===== src/rtl/nor_prog_pkg.sv =====
package nor_prog_pkg;
  localparam int ADDR_W = 32;

  localparam logic [7:0] OP_WREN   = 8'h06;
  localparam logic [7:0] OP_STATUS = 8'h05;
  localparam logic [7:0] OP_PROG   = 8'h02;

  localparam int BUSY_BIT = 0;
  localparam int WEL_BIT  = 1;

  localparam logic [1:0] ERR_NONE = 2'd0;
  localparam logic [1:0] ERR_TMO  = 2'd1;
  localparam logic [1:0] ERR_WEL  = 2'd2;

  // strobes from control to datapath
  typedef struct packed {
    logic loadReq;
    logic ldChunk;
    logic advByte;
    logic ldAddrIdx;
    logic decAddrIdx;
    logic clrTmo;
    logic incTmo;
    logic ldGap;
    logic decGap;
  } dpCtl_t;
endpackage


===== src/rtl/nor_prog_dp.sv =====
module nor_prog_dp
  import nor_prog_pkg::*;
#(
  parameter int LEN_W       = 12,
  parameter int MAX_WR_LOG2 = 4,
  parameter int TMO_W       = 16,
  parameter int GAP_W       = 8
) (
  input  logic              clk,
  input  logic              rstN,
  input  dpCtl_t            ctl,
  input  logic [ADDR_W-1:0] reqAddr,
  input  logic [LEN_W-1:0]  reqLen,
  input  logic [4:0]        devPageLog2,
  input  logic              addr4Byte,
  input  logic [TMO_W-1:0]  timeoutLimit,
  input  logic [GAP_W-1:0]  pollGap,
  output logic [7:0]        addrByte,
  output logic              remZero,
  output logic              chunkLast,
  output logic              addrIdxZero,
  output logic              tmoHit,
  output logic              gapZero
);
  localparam int SZ_W = MAX_WR_LOG2 + 1;

  logic [ADDR_W-1:0] curAddr;
  logic [LEN_W-1:0]  remLen;
  logic [LEN_W-1:0]  chunkLeft;
  logic [1:0]        addrIdx;
  logic [TMO_W-1:0]  tmoCnt;
  logic [GAP_W-1:0]  gapCnt;

  logic [4:0]        effLog2;
  logic [SZ_W-1:0]   pageSz;
  logic [SZ_W-1:0]   pageMask;
  logic [SZ_W-1:0]   inPageOff;
  logic [LEN_W-1:0]  room;
  logic [LEN_W-1:0]  chunkNext;

  // page size limited by the write-size cap
  always_comb begin
    effLog2   = (devPageLog2 < 5'(MAX_WR_LOG2)) ? devPageLog2 : 5'(MAX_WR_LOG2);
    pageSz    = SZ_W'(1) << effLog2;
    pageMask  = pageSz - SZ_W'(1);
    inPageOff = curAddr[SZ_W-1:0] & pageMask;
    room      = LEN_W'(pageSz - inPageOff);
    chunkNext = (remLen < room) ? remLen : room;
  end

  // address byte select, most significant first
  always_comb begin
    case (addrIdx)
      2'd3:    addrByte = curAddr[31:24];
      2'd2:    addrByte = curAddr[23:16];
      2'd1:    addrByte = curAddr[15:8];
      default: addrByte = curAddr[7:0];
    endcase
  end

  always_ff @(posedge clk) begin
    if (!rstN) begin
      curAddr   <= '0;
      remLen    <= '0;
      chunkLeft <= '0;
      addrIdx   <= '0;
      tmoCnt    <= '0;
      gapCnt    <= '0;
    end else begin
      if (ctl.loadReq) begin
        curAddr <= reqAddr;
        remLen  <= reqLen;
      end else if (ctl.advByte) begin
        curAddr <= curAddr + 1'b1;
        remLen  <= remLen - 1'b1;
      end

      if (ctl.ldChunk)      chunkLeft <= chunkNext;
      else if (ctl.advByte) chunkLeft <= chunkLeft - 1'b1;

      if (ctl.ldAddrIdx)       addrIdx <= addr4Byte ? 2'd3 : 2'd2;
      else if (ctl.decAddrIdx) addrIdx <= addrIdx - 1'b1;

      if (ctl.clrTmo)                        tmoCnt <= '0;
      else if (ctl.incTmo && !(&tmoCnt))     tmoCnt <= tmoCnt + 1'b1;

      if (ctl.ldGap)                         gapCnt <= pollGap;
      else if (ctl.decGap && gapCnt != '0)   gapCnt <= gapCnt - 1'b1;
    end
  end

  assign remZero     = (remLen == '0);
  assign chunkLast   = (chunkLeft == LEN_W'(1));
  assign addrIdxZero = (addrIdx == 2'd0);
  assign tmoHit      = (tmoCnt >= timeoutLimit);
  assign gapZero     = (gapCnt == '0);
endmodule


===== src/rtl/nor_prog_ctl.sv =====
module nor_prog_ctl
  import nor_prog_pkg::*;
(
  input  logic       clk,
  input  logic       rstN,
  input  logic       reqValid,
  output logic       reqReady,
  input  logic       dataValid,
  output logic       dataReady,
  input  logic [7:0] dataByte,
  output logic       spiCs,
  output logic       spiTxValid,
  input  logic       spiTxReady,
  output logic [7:0] spiTxByte,
  input  logic [7:0] spiRxByte,
  output logic       doneValid,
  output logic [1:0] doneErr,
  input  logic [7:0] addrByte,
  input  logic       remZero,
  input  logic       chunkLast,
  input  logic       addrIdxZero,
  input  logic       tmoHit,
  input  logic       gapZero,
  output dpCtl_t     ctl
);
  typedef enum logic [3:0] {
    S_IDLE, S_POLL_OP, S_POLL_RD, S_POLL_WAIT,
    S_WREN_PRE, S_WREN_OP, S_CHK_PRE, S_CHK_OP, S_CHK_RD,
    S_PROG_PRE, S_PROG_OP, S_PROG_ADDR, S_PROG_DATA, S_FIN
  } state_t;

  state_t     state, stateNext;
  logic [1:0] errReg, errNext;
  logic       errLoad;
  logic       txAccept;

  assign txAccept = spiTxValid && spiTxReady;

  always_comb begin
    stateNext  = state;
    ctl        = '0;
    errNext    = ERR_NONE;
    errLoad    = 1'b0;
    reqReady   = 1'b0;
    dataReady  = 1'b0;
    spiCs      = 1'b0;
    spiTxValid = 1'b0;
    spiTxByte  = 8'h00;
    doneValid  = 1'b0;
    case (state)
      S_IDLE: begin
        reqReady = 1'b1;
        if (reqValid) begin
          ctl.loadReq = 1'b1;
          ctl.clrTmo  = 1'b1;
          stateNext   = S_POLL_OP;
        end
      end
      S_POLL_OP: begin
        spiCs = 1'b1; spiTxValid = 1'b1; spiTxByte = OP_STATUS;
        ctl.incTmo = 1'b1;
        if (txAccept) stateNext = S_POLL_RD;
      end
      S_POLL_RD: begin
        spiCs = 1'b1; spiTxValid = 1'b1;
        ctl.incTmo = 1'b1;
        if (txAccept) begin
          if (spiRxByte[BUSY_BIT]) begin
            if (tmoHit) begin
              errNext = ERR_TMO; errLoad = 1'b1; stateNext = S_FIN;
            end else begin
              ctl.ldGap = 1'b1; stateNext = S_POLL_WAIT;
            end
          end else if (remZero) begin
            errNext = ERR_NONE; errLoad = 1'b1; stateNext = S_FIN;
          end else begin
            stateNext = S_WREN_PRE;
          end
        end
      end
      S_POLL_WAIT: begin
        ctl.incTmo = 1'b1;
        ctl.decGap = 1'b1;
        if (gapZero) stateNext = S_POLL_OP;
      end
      S_WREN_PRE: stateNext = S_WREN_OP;
      S_WREN_OP: begin
        spiCs = 1'b1; spiTxValid = 1'b1; spiTxByte = OP_WREN;
        if (txAccept) stateNext = S_CHK_PRE;
      end
      S_CHK_PRE: stateNext = S_CHK_OP;
      S_CHK_OP: begin
        spiCs = 1'b1; spiTxValid = 1'b1; spiTxByte = OP_STATUS;
        if (txAccept) stateNext = S_CHK_RD;
      end
      S_CHK_RD: begin
        spiCs = 1'b1; spiTxValid = 1'b1;
        if (txAccept) begin
          if (spiRxByte[WEL_BIT]) stateNext = S_PROG_PRE;
          else begin
            errNext = ERR_WEL; errLoad = 1'b1; stateNext = S_FIN;
          end
        end
      end
      S_PROG_PRE: begin
        ctl.ldChunk   = 1'b1;
        ctl.ldAddrIdx = 1'b1;
        stateNext     = S_PROG_OP;
      end
      S_PROG_OP: begin
        spiCs = 1'b1; spiTxValid = 1'b1; spiTxByte = OP_PROG;
        if (txAccept) stateNext = S_PROG_ADDR;
      end
      S_PROG_ADDR: begin
        spiCs = 1'b1; spiTxValid = 1'b1; spiTxByte = addrByte;
        if (txAccept) begin
          ctl.decAddrIdx = 1'b1;
          if (addrIdxZero) stateNext = S_PROG_DATA;
        end
      end
      S_PROG_DATA: begin
        spiCs      = 1'b1;
        spiTxValid = dataValid;
        spiTxByte  = dataByte;
        dataReady  = spiTxReady;
        if (dataValid && spiTxReady) begin
          ctl.advByte = 1'b1;
          if (chunkLast) begin
            ctl.clrTmo = 1'b1;
            ctl.ldGap  = 1'b1;
            stateNext  = S_POLL_WAIT;
          end
        end
      end
      S_FIN: begin
        doneValid = 1'b1;
        stateNext = S_IDLE;
      end
      default: stateNext = S_IDLE;
    endcase
  end

  always_ff @(posedge clk) begin
    if (!rstN) begin
      state  <= S_IDLE;
      errReg <= ERR_NONE;
    end else begin
      state <= stateNext;
      if (errLoad) errReg <= errNext;
    end
  end

  assign doneErr = errReg;
endmodule


===== src/rtl/nor_prog_seq.sv =====
module nor_prog_seq
  import nor_prog_pkg::*;
#(
  parameter int LEN_W       = 12,
  parameter int MAX_WR_LOG2 = 4,
  parameter int TMO_W       = 16,
  parameter int GAP_W       = 8
) (
  input  logic              clk,
  input  logic              rstN,
  input  logic              reqValid,
  output logic              reqReady,
  input  logic [31:0]       reqAddr,
  input  logic [LEN_W-1:0]  reqLen,
  input  logic [4:0]        devPageLog2,
  input  logic              addr4Byte,
  input  logic [TMO_W-1:0]  timeoutLimit,
  input  logic [GAP_W-1:0]  pollGap,
  input  logic              dataValid,
  output logic              dataReady,
  input  logic [7:0]        dataByte,
  output logic              spiCs,
  output logic              spiTxValid,
  input  logic              spiTxReady,
  output logic [7:0]        spiTxByte,
  input  logic [7:0]        spiRxByte,
  output logic              doneValid,
  output logic [1:0]        doneErr
);
  dpCtl_t     ctl;
  logic [7:0] addrByte;
  logic       remZero, chunkLast, addrIdxZero, tmoHit, gapZero;

  nor_prog_dp #(
    .LEN_W(LEN_W), .MAX_WR_LOG2(MAX_WR_LOG2), .TMO_W(TMO_W), .GAP_W(GAP_W)
  ) u_dp (
    .clk(clk), .rstN(rstN), .ctl(ctl),
    .reqAddr(reqAddr), .reqLen(reqLen), .devPageLog2(devPageLog2),
    .addr4Byte(addr4Byte), .timeoutLimit(timeoutLimit), .pollGap(pollGap),
    .addrByte(addrByte), .remZero(remZero), .chunkLast(chunkLast),
    .addrIdxZero(addrIdxZero), .tmoHit(tmoHit), .gapZero(gapZero)
  );

  nor_prog_ctl u_ctl (
    .clk(clk), .rstN(rstN),
    .reqValid(reqValid), .reqReady(reqReady),
    .dataValid(dataValid), .dataReady(dataReady), .dataByte(dataByte),
    .spiCs(spiCs), .spiTxValid(spiTxValid), .spiTxReady(spiTxReady),
    .spiTxByte(spiTxByte), .spiRxByte(spiRxByte),
    .doneValid(doneValid), .doneErr(doneErr),
    .addrByte(addrByte), .remZero(remZero), .chunkLast(chunkLast),
    .addrIdxZero(addrIdxZero), .tmoHit(tmoHit), .gapZero(gapZero),
    .ctl(ctl)
  );
endmodule


===== config.mk =====
export PLATFORM = sky130hd
export DESIGN_NAME = nor_prog_seq
export DESIGN_NICKNAME = d
export VERILOG_FILES = /design/src/rtl/nor_prog_pkg.sv /design/src/rtl/nor_prog_dp.sv /design/src/rtl/nor_prog_ctl.sv /design/src/rtl/nor_prog_seq.sv
export SDC_FILE = /design/constraint.sdc
export NUM_CORES = 1
export LEC_CHECK = 0
export BUFFER_PORTS_ARGS = -buffer_cell sky130_fd_sc_hd__clkbuf_2
export CAP_MARGIN = 10
export CORE_MARGIN = 2
export CORE_UTILIZATION = 55
export DETAILED_ROUTE_END_ITERATION = 8
export PLACE_DENSITY_LB_ADDON = 0.25
export SLEW_MARGIN = 0
export SYNTH_ARGS = -nofsm -noshare
export SYNTH_HDL_FRONTEND = slang
export SYNTH_SLANG_ARGS = --single-unit

===== constraint.sdc =====
create_clock -name clk -period 12.09 [get_ports clk]
set_clock_uncertainty 0.1 [all_clocks]
set_input_delay 1.209 -clock clk [delete_from_list [all_inputs] [get_ports clk]]
set_output_delay 1.209 -clock clk [all_outputs]
set_load 0.02 [all_outputs]

==> results of run 1 <==
-- cells by family (layout without fill, tap and decap cells) --
logic type | count (synthesis) | in the layout | share of synthesized area, %
AOI/OAI and AO/OA | 202 | 202 | 21.8
xor gates and xnor gates | 75 | 75 | 10.5
muxes | 6 | 6 | 0.957
adders and majority gates | 43 | 43 | 8.69
and+or+nand+nor | 290 | 290 | 23.9
DFF | 88 | 88 | 28.1
buffers and inverters | 86 | 162 | 6.06
-- layer usage --
metal,track usage (%),share of wire [%]
met4,11.6,2.7
met1,33.1,43
met2,46.1,49
met3,3.34,4.4
met5,0,0
-- through the flow --
| stage | power, mW | cells | hold slack (ns) |
|---|---|---|---|
| global placement | 0.887 | 992 | 0.338 |
| finish | 1.20 | 1009 | 0.354 |
| floorplan | 0.791 | 790 | 0.398 |
| global route | 1.27 | 1009 | 0.381 |
| detailed placement | 0.904 | 992 | 0.343 |
| CTS | 1.20 | 1008 | 0.354 |
-- synth_stat cells (3+ instances only) --
library cell,count,area share [%]
xnor2_1,40,5.6
nand3_1,23,1.8
a31oi_1,4,0.40
nor2b_1,10,1.0
nor4_2,3,0.60
nor3_1,20,1.6
o211ai_1,3,0.36
inv_1,40,2.4
o21ai_1,4,0.32
and3_1,11,1.1
or4_4,3,0.54
dfxtp_1,88,28
o22ai_1,3,0.30
o31a_1,3,0.42
o21ai_0,48,3.8
or3_1,6,0.60
and2_1,4,0.40
ha_1,42,8.4
nand2_1,66,3.9
clkbuf_1,24,1.4
xor2_1,35,4.9
o31ai_1,3,0.36
a21o_1,5,0.60
nor4_1,8,0.80
a222oi_1,8,1.3
a211oi_1,46,5.5
nand4_1,19,1.9
a22o_1,6,0.84
nor2_1,88,5.3
buf_6,4,0.72
and4_1,4,0.56
a21oi_1,46,3.7
buf_2,13,1.0
nand2b_1,3,0.30
mux2i_1,6,0.96
a311oi_1,4,0.56
-- state kept, by name, summed over array words and instances, names as in the netlist --
name            flops
u_dp.curAddr       32
u_dp.tmoCnt        16
u_dp.chunkLeft     12
u_dp.remLen        12
u_dp.gapCnt         8
u_ctl.state         4
u_ctl.doneErr       2
u_dp.addrIdx        2
-- worst paths after layout --
| path | startpoint | end | slack, ns | cells past startpoint |
|---|---|---|---|---|
| hold reg to reg | u_ctl.doneErr[0] | u_ctl.doneErr[0] | 0.35 | 2 |
| setup / recovery | devPageLog2[4] | u_dp.chunkLeft[11] | 5.57 | 20 |
| hold / removal | u_ctl.doneErr[0] | u_ctl.doneErr[0] | 0.35 | 2 |
| setup reg to reg | u_dp.curAddr[1] | u_dp.chunkLeft[11] | 7.08 | 15 |
-- cell type report --
cell class              count  share of cell area [%]
inverters                  41                    2.18
multi-input cells         616                    58.5
flip-flops and latches     88                    24.9
well taps                 143                    2.53
clock buffers              10                    3.38
clock inverters             6                   0.974
repair buffers            105                    7.47
-- power groups by stage --
stage          Clock, mW  Sequential, mW  Combinational, mW
5_1_grt            0.306           0.454              0.514
2_1_floorplan          0           0.402              0.389
3_5_place_dp           0           0.449              0.455
3_3_place_gp           0           0.449              0.438
6_report           0.292           0.447              0.461
4_1_cts            0.295           0.444              0.458
-- worst max-delay path, stage by stage --
cell and delay [ns]:
clkbuf_2 0.09, or4_4 0.58, nor2_4 0.14, inv_1 0.07, ha_1 0.28, nor2b_1 0.20
inv_1 0.07, ha_1 0.32, a2111oi_0 0.63, a221oi_2 0.12, a31oi_1 0.32, inv_1 0.21
ha_1 0.34, a21o_1 0.18, a21o_2 0.20, a221o_2 0.40, a211oi_4 0.61, nor2b_1 0.25
a211oi_1 0.32, a211oi_1 0.08
==> impl_metrics.py, run 1 <==
metrics = {
    "outcome": {
        "status": "finished, final reports clean",
    },
    "sta": {
        "min_period_ns": 6.52,
        "fin_crit_sh_pct": 53.9,
        "layout_setup_ws_ns": 5.57,
        "slew_headroom_pct": 44.8,
        "rsz0062_at_grt": "false",
        "setup_tns_ns": 0,
        "hold_viol_final": 0,
        "worst_pin_slew_ns": 0.828,
        "max_freq_mhz": 153,
        "setup_viol": 0,
        "drv_slew": 0,
    },
    "floorplan": {
        "die_w_um": 111,
        "initial_core_util_pct": 55.7,
        "num_rows": 39,
        "die_area_mm2": 0.0123,
        "core-area_mm2": 0.0113,
        "ioPinCount": 110,
        "die_y_um": 111,
    },
    "power": {
        "p_per_area_mw_per_mm2": 170,
        "p_comb_share_pct": 38.4,
        "power.internal_mw": 0.701,
        "share_seq_of_total_power_pct": 37.2,
        "ir_worst_vdd_mv": 0.103,
        "power.leakage_nw": 2.87,
        "clockPowerShare_pct": 24.4,
        "p_switching_mw": 0.499,
        "swShare_pct": 41.6,
    },
    "finish": {
        "fin_area_mm2": 0.00707,
        "final_cell_mix": "clkbuf_2, nor2_1, dfxtp_1",
        "fillers": 995,
        "multi_input_area_mm2": 0.00414,
        "antennaDiodeCount": 0,
        "layout_commonest_cell": "clkbuf_2",
        "seqCellArea_mm2": 0.00176,
        "layout.nets": 999,
        "synthToLayoutAreaGrowth_pct": 12.6,
        "drive_gt1_share_pct": 17.4,
        "utilization_pct": 62.7,
    },
    "worst_setup_path": {
        "cp-start-kind": "input port",
        "cp.arrival_ns": 6.62,
        "required_ns": 12.19,
        "critPathMaxFanout": 16,
        "worstSetupEndpointType": "flip-flop",
        "path_class": "in2reg",
    },
    "clock_network": {
        "cts_tree": "done",
        "cts_root_buf": "clkbuf_16",
        "post-cts-setup-buffers": 0,
        "cts_resized": 0,
        "clk_latency_ns": 0.36,
        "cts_inserted_buffers": 9,
        "h-tree-depth": 3,
        "cts.sinks": 88,
        "clk_path_buf_depth": 2,
        "path_clk_slew_ns": 0.07,
        "postCtsHoldBufs": 0,
    },
    "global_routing": {
        "grt_max_degree": 89,
        "grt_pass1_wl_um": 27200,
        "grt-ovfl-total": 0,
        "globalRouteTotalUtil_pct": 26.6,
        "grt_pass1_vias": 5841,
        "antenna_found_initial": 0,
    },
    "route": {
        "via_per_inst": 5.97,
        "firstDrtPassIters": 7,
        "vias": 6023,
        "drc": 0,
        "wl_um": 16300,
        "drtIter0Drc": 464,
        "ant_nets": 0,
        "wl_per_cell_um": 16.1,
    },
    "synth": {
        "yosys_warnings": 0,
        "syn-num-nets": 928,
        "async_flop_share_pct": 0,
        "yosys_most_used_dff": "dfxtp_1",
        "syn_avg_cell_area_um2": 7.94,
        "synth_edf_count": 0,
        "ys_ff_latch": 88,
        "yosysUniqueCellTypes": 78,
        "netlist_area_mm2": 0.00628,
        "synthCells": 790,
        "ys_seq_area_share_pct": 28.1,
    },
    "place": {
        "dpl.hpwl_um": 12000,
        "port_buffers": 103,
        "dp_slack_ns": 5.26,
        "dpl-instance-area_mm2": 0.00675,
        "gp_congestion": 0.916,
    },
    "flow_run": {
        "cap_violations": 0,
    },
    "worst_hold_path": {
        "hold_class": "reg2reg",
    },
}
Note: power is estimated with default switching activity, not from simulation.
==> inputs of run 2 (changes only) <==
--- a/config.mk
+++ b/config.mk
@@ -5,10 +5,11 @@
 export SDC_FILE = /design/constraint.sdc
 export NUM_CORES = 1
 export LEC_CHECK = 0
+export ABC_AREA = 1
 export BUFFER_PORTS_ARGS = -buffer_cell sky130_fd_sc_hd__clkbuf_2
 export CAP_MARGIN = 10
 export CORE_MARGIN = 2
-export CORE_UTILIZATION = 55
+export CORE_UTILIZATION = 53
 export DETAILED_ROUTE_END_ITERATION = 8
 export PLACE_DENSITY_LB_ADDON = 0.25
 export SLEW_MARGIN = 0
==> constraint.sdc (replaced) <==
create_clock -name clk -period 5.3 [get_ports clk]
set_clock_uncertainty 0.1 [all_clocks]
set_input_delay 0.53 -clock clk [delete_from_list [all_inputs] [get_ports clk]]
set_output_delay 0.53 -clock clk [all_outputs]
set_load 0.02 [all_outputs]
==> impl_metrics.py, run 2 <==
metrics = {
    "outcome": {
        "status": "finished, final reports clean",
    },
    "global_routing": {
        "grt-ovfl-total": 0,
        "grt_max_degree": 52,
        "globalRouteTotalUtil_pct": 28.8,
        "grt_pass1_wl_um": 33600,
        "grt_pass1_vias": 7129,
        "antenna_found_initial": 0,
    },
    "synth": {
        "synth_top_family_by_area": "simple AND/OR/NAND/NOR gates",
        "async_flop_share_pct": 0,
        "syn-num-nets": 1264,
        "synthTopCellsByArea": "dfxtp_1, nand2_1, inv_1",
        "yosysTopAreaCell": "dfxtp_1",
        "synth_compound_area_share_pct": 20.6,
        "synth.most_common_cell": "nand2_1",
        "yosys_most_used_dff": "dfxtp_1",
        "ys_ff_latch": 88,
        "yosysUniqueCellTypes": 56,
        "synthMuxAreaShare_pct": 0,
        "synth_adder_area_share_pct": 7.64,
        "synthSimpleGateAreaFrac_pct": 33.9,
        "yosys_warnings": 0,
        "ys_top_cells_by_count": "nand2_1, inv_1, nor2_1, o21ai_0",
        "synth_edf_count": 0,
        "syn_avg_cell_area_um2": 6.34,
        "netlist_area_mm2": 0.00714,
        "yosys.area.top_type_share_pct": 24.7,
        "ys_seq_area_share_pct": 24.7,
        "synthCells": 1126,
        "synth_xor_area_share_pct": 2.21,
    },
    "sta": {
        "setup_tns_ns": 0,
        "max_freq_mhz": 242,
        "worst_pin_slew_ns": 0.907,
        "rsz0062_at_grt": "false",
        "whs_ns": 0.340,
        "hold_viol_final": 0,
        "setup_viol": 0,
        "slew_headroom_pct": 39.4,
        "drv_slew": 0,
        "fin_crit_sh_pct": 78.0,
        "min_period_ns": 4.14,
    },
    "finish": {
        "synthToLayoutAreaGrowth_pct": 13.1,
        "multi_input_area_mm2": 0.00460,
        "top_register": "u_dp.curAddr",
        "antennaDiodeCount": 0,
        "drive_gt1_share_pct": 15.0,
        "layout.nets": 1348,
        "final_cell_mix": "nand2_1, inv_1, clkbuf_2",
        "fillers": 1308,
        "layout_commonest_cell": "nand2_1",
        "seqCellArea_mm2": 0.00176,
        "utilization_pct": 61.2,
        "layout.cells.non_filler": 1391,
        "reg.largest.list": "u_dp.curAddr (32), u_dp.tmoCnt (16)",
        "largest_reg_flops": 32,
    },
    "clock_network": {
        "cts.sinks": 88,
        "cts_tree": "done",
        "path_clk_slew_ns": 0.07,
        "clk_latency_ns": 0.36,
        "cts_resized": 0,
        "post-cts-setup-buffers": 0,
        "clk_path_buf_depth": 2,
        "h-tree-depth": 3,
        "cts_inserted_buffers": 9,
        "cts_root_buf": "clkbuf_16",
        "postCtsHoldBufs": 0,
    },
    "route": {
        "wl_per_cell_um": 14.3,
        "via_per_inst": 5.62,
        "ant_nets": 0,
        "drtIter0Drc": 726,
        "drc": 0,
        "wl_um": 19900,
        "vias": 7811,
        "firstDrtPassIters": 5,
    },
    "floorplan": {
        "die_y_um": 120,
        "die_w_um": 120,
        "die_area_mm2": 0.0144,
        "ioPinCount": 110,
        "num_rows": 42,
        "initial_core_util_pct": 54.1,
        "core-area_mm2": 0.0132,
    },
    "power": {
        "ir_worst_vdd_mv": 0.195,
        "power.leakage_nw": 3.64,
        "p_per_area_mw_per_mm2": 380,
    },
    "flow_run": {
        "cap_violations": 0,
    },
    "worst_setup_path": {
        "critPathMaxFanout": 10,
        "cp-start-kind": "input port",
        "path_class": "in2reg",
        "cp.arrival_ns": 4.33,
        "worst_r2r_path_depth": 21,
        "required_ns": 5.50,
        "worstSetupEndpointType": "flip-flop",
    },
    "place": {
        "dpl.hpwl_um": 14800,
        "dp.cells": 1375,
        "gp_congestion": 0.942,
        "port_buffers": 103,
    },
    "worst_hold_path": {
        "hold_class": "in2reg",
        "holdPathStages": 3,
    },
}
-- run 2: changes by cell type after synthesis, sizes merged, moves of 20 or more --
cell    change
nand2     +192
xnor2      -36
nor3       +20
xor2       -21
a21oi      +44
o21ai      +40
a211oi     -40
nand3      +49
inv       +122
-- run 2: routing by layer --
metal / part of all wire (%) / GRT usage, % / vias up
met4: 2.3 / 11.3 / 0
li1: - / - / 3949
met1: 46 / 39.2 / 3524
met2: 44 / 45.6 / 304
met3: 7.4 / 4.47 / 34
met5: 0 / 0 / -
-- run 2: path summary, 6_finish.rpt --
kind	startpoint	end	slack, ns
max	devPageLog2[4]	u_dp.chunkLeft[8]	1.16
min	reqAddr[19]	u_dp.curAddr[19]	0.34
max reg2reg	u_dp.curAddr[1]	u_dp.chunkLeft[8]	1.96
min reg2reg	u_dp.chunkLeft[11]	u_dp.chunkLeft[11]	0.37
-- run 2: metrics by stage --
step | power (mW) | setup WS [ns] | area (um^2)
after floorplan | 1.99 | 1.37 | 7140
final | 3.07 | 1.16 | 8070
after global placement | 2.31 | 0.894 | 7740
after global routing | 3.32 | 0.680 | 8070
after detailed placement | 2.33 | 0.833 | 7740
after CTS | 3.05 | 1.16 | 8070
-- run 2: layout make-up --
| class | count | area share (%) |
|---|---|---|
| Clock inverter | 4 | 0.945 |
| Multi-Input combinational cell | 841 | 57.0 |
| Timing Repair Buffer | 107 | 6.76 |
| Inverter | 163 | 7.58 |
| Clock buffer | 12 | 3.18 |
| Sequential cell | 88 | 21.8 |
| Tap cell | 176 | 2.73 |
-- run 2: logic make-up (layout without fill, tap and decap cells) --
logic type / count (synthesis) / after routing
DFF: 88 / 88
and+or+nand+nor: 527 / 527
xor gates and xnor gates: 18 / 18
AOI/OAI and AO/OA: 253 / 253
buffers and inverters: 197 / 286
adders and majority gates: 43 / 43
-- run 2: critical path: stages --
cell	delay, ns
clkbuf_2	0.08
nor2_1	0.18
nand2_1	0.18
nor2_1	0.12
inv_1	0.06
nor2_1	0.12
inv_1	0.10
ha_1	0.29
nor2_1	0.19
inv_1	0.07
ha_1	0.27
inv_1	0.06
nor2_1	0.05
nand2_1	0.06
nor2_1	0.04
nor2_1	0.15
inv_1	0.17
ha_1	0.33
nand2_1	0.07
inv_1	0.05
nand3_1	0.08
nor3_1	0.18
nand2_2	0.17
nand2_2	0.18
nand2_1	0.17
o21ai_0	0.17
nand2_1	0.08
a21oi_1	0.12
-- run 2: report_power, final --
group          internal [mW]  switching (mW)  leakage (nW)  total [mW]
Combinational          0.478           0.887          2.76        1.36
Clock                  0.440           0.286         0.159       0.726
Sequential             0.785           0.193         0.717       0.978
==> inputs of run 3 (changes only) <==
==> constraint.sdc (replaced) <==
create_clock -name clk -period 3.7 [get_ports clk]
set_clock_uncertainty 0.1 [all_clocks]
set_input_delay 0.37 -clock clk [delete_from_list [all_inputs] [get_ports clk]]
set_output_delay 0.37 -clock clk [all_outputs]
set_load 0.02 [all_outputs]
==> impl_metrics.py, run 3 (same netlist as run 2, synthesis figures left out) <==
metrics = {
    "clock_network": {
        "cts_tree": "done",
        "clk_latency_ns": 0.37,
        "h-tree-depth": 3,
        "post-cts-setup-buffers": 0,
        "path_clk_slew_ns": 0.08,
        "postCtsHoldBufs": 0,
        "cts_root_buf": "clkbuf_16",
        "clk_path_buf_depth": 2,
        "cts.sinks": 88,
        "cts_inserted_buffers": 9,
    },
    "finish": {
        "largest_reg_flops": 32,
        "seqCellArea_mm2": 0.00176,
        "multi_input_area_mm2": 0.00464,
        "layout.nets": 1365,
        "synthToLayoutAreaGrowth_pct": 15.5,
        "antennaDiodeCount": 0,
        "top_register": "u_dp.curAddr",
        "layout.cells.non_filler": 1408,
        "fin_area_mm2": 0.00824,
        "final_cell_mix": "nand2_1, inv_1, clkbuf_2",
        "fillers": 1309,
        "layout_commonest_cell": "nand2_1",
        "reg.largest.list": "u_dp.curAddr (32), u_dp.tmoCnt (16)",
        "drive_gt1_share_pct": 16.9,
    },
    "global_routing": {
        "antenna_found_initial": 0,
        "grt-ovfl-total": 0,
        "grt_max_degree": 36,
        "grt_pass1_wl_um": 33900,
        "globalRouteTotalUtil_pct": 29.0,
        "grt_pass1_vias": 7280,
    },
    "route": {
        "wl_um": 20600,
        "drtIter0Drc": 617,
        "vias": 7849,
        "via_per_inst": 5.57,
        "wl_per_cell_um": 14.6,
        "firstDrtPassIters": 7,
        "drc": 0,
        "ant_nets": 0,
    },
    "place": {
        "dpl.hpwl_um": 15700,
        "dp.cells": 1392,
        "dpl-instance-area_mm2": 0.00788,
        "gp_congestion": 0.966,
        "port_buffers": 103,
    },
    "sta": {
        "setup_tns_ns": 0,
        "fin_crit_sh_pct": 92.6,
        "max_freq_mhz": 292,
        "worst_pin_slew_ns": 0.633,
        "whs_ns": 0.164,
        "hold_viol_final": 0,
        "min_period_ns": 3.43,
        "drv_slew": 0,
        "slew_headroom_pct": 57.7,
        "setup_viol": 0,
    },
    "worst_setup_path": {
        "worst_r2r_path_depth": 18,
        "worstSetupEndpointType": "flip-flop",
        "cp-start-kind": "input port",
        "cp.arrival_ns": 3.61,
        "rr_startpoint": "u_dp.curAddr[4]",
        "regToRegSetupSlack_ns": 0.71,
        "startpoint": "devPageLog2[4]",
        "endpoint": "u_dp.chunkLeft[2]",
        "timing.rr.end": "u_dp.chunkLeft[2]",
        "path_class": "in2reg",
        "critPathMaxFanout": 7,
        "required_ns": 3.89,
    },
    "floorplan": {
        "num_rows": 42,
        "die_area_mm2": 0.0144,
        "core-area_mm2": 0.0132,
        "ioPinCount": 110,
        "die_w_um": 120,
        "initial_core_util_pct": 54.1,
        "die_y_um": 120,
    },
    "power": {
        "power.leakage_nw": 3.74,
        "ir_worst_vdd_mv": 0.307,
        "power_mw": 4.53,
        "p_per_area_mw_per_mm2": 549,
    },
    "worst_hold_path": {
        "hold_class": "in2reg",
    },
    "flow_run": {
        "cap_violations": 0,
    },
    "outcome": {
        "status": "finished, final reports clean",
    },
}
## run 3: cell count changes in the layout (fill, tap and decap cells not counted), moves of 2 or more
cell,previous run,this run
nand2_4,1,3
o21ai_0,90,88
buf_4,4,20
nor2_2,8,12
nor2_1,90,85
o21ai_1,2,4
clkbuf_8,2,0
inv_6,0,2
## run 3: worst min path at each step
stage          depth (start not counted)             start          endpoint  slack (ns)
2_1_floorplan                          2    u_dp.tmoCnt[4]    u_dp.tmoCnt[4]        0.34
6_report                               3         reqLen[2]    u_dp.remLen[2]        0.16
3_3_place_gp                           2  u_ctl.doneErr[0]  u_ctl.doneErr[0]        0.35
5_1_grt                                3         reqLen[2]    u_dp.remLen[2]        0.17
4_1_cts                                3       reqAddr[19]  u_dp.curAddr[19]        0.16
3_5_place_dp                           2  u_ctl.doneErr[0]  u_ctl.doneErr[0]        0.36
## run 3: worst max-delay path, cell delays in order
cell      delay [ns]
clkbuf_2        0.09
nor2_2          0.13
nand2_1         0.10
nor2_1          0.10
inv_1           0.06
nor2_1          0.13
inv_1           0.08
ha_1            0.22
o21ai_0         0.08
o211ai_1        0.12
ha_1            0.33
nand2_1         0.07
inv_1           0.05
nand2_1         0.08
nor2_2          0.05
nor2_4          0.15
inv_4           0.07
ha_1            0.30
nand2_1         0.07
inv_1           0.05
nand3_1         0.12
nor3_2          0.17
nand2_2         0.13
buf_4           0.17
nand3_1         0.06
nand3_1         0.11
a21oi_1         0.17
## run 3: area by class of cell
cell class / instances / share of cell area, %
clock buffers: 9 / 2.73
clock inverters: 7 / 1.24
inverters: 163 / 7.45
multi-input cells: 841 / 56.3
flip-flops and latches: 88 / 21.4
well taps: 176 / 2.67
repair buffers: 124 / 8.21
## run 3: timing repair
item	4_1_cts	5_1_grt
setup endpoints to repair	0	12
resized for setup	0	12
endpoints found under the hold margin	0	0
## run 3: per-layer routing
| metal | GRT usage, % | vias to the layer above | part of all wire, % |
|---|---|---|---|
| met2 | 49.0 | 301 | 47 |
| met1 | 36.1 | 3520 | 43 |
| met4 | 9.56 | 0 | 2.9 |
| met3 | 6.80 | 51 | 7.1 |
| li1 | - | 3977 | - |
| met5 | 0 | - | 0 |
## run 3: power breakdown
part	internal (mW)	switching, mW
sequential	1.12	0.295
combinational	0.748	1.33
clock	0.602	0.433
## run 3: through the flow
stage | util, % | worst slack [ns]
2_1_floorplan | - | 0.0179
3_3_place_gp | 59.7 | -0.0217
3_5_place_dp | 59.7 | -0.200
4_1_cts | 62.2 | 0.156
5_1_grt | 62.5 | -0.0440
6_report | 62.5 | 0.274
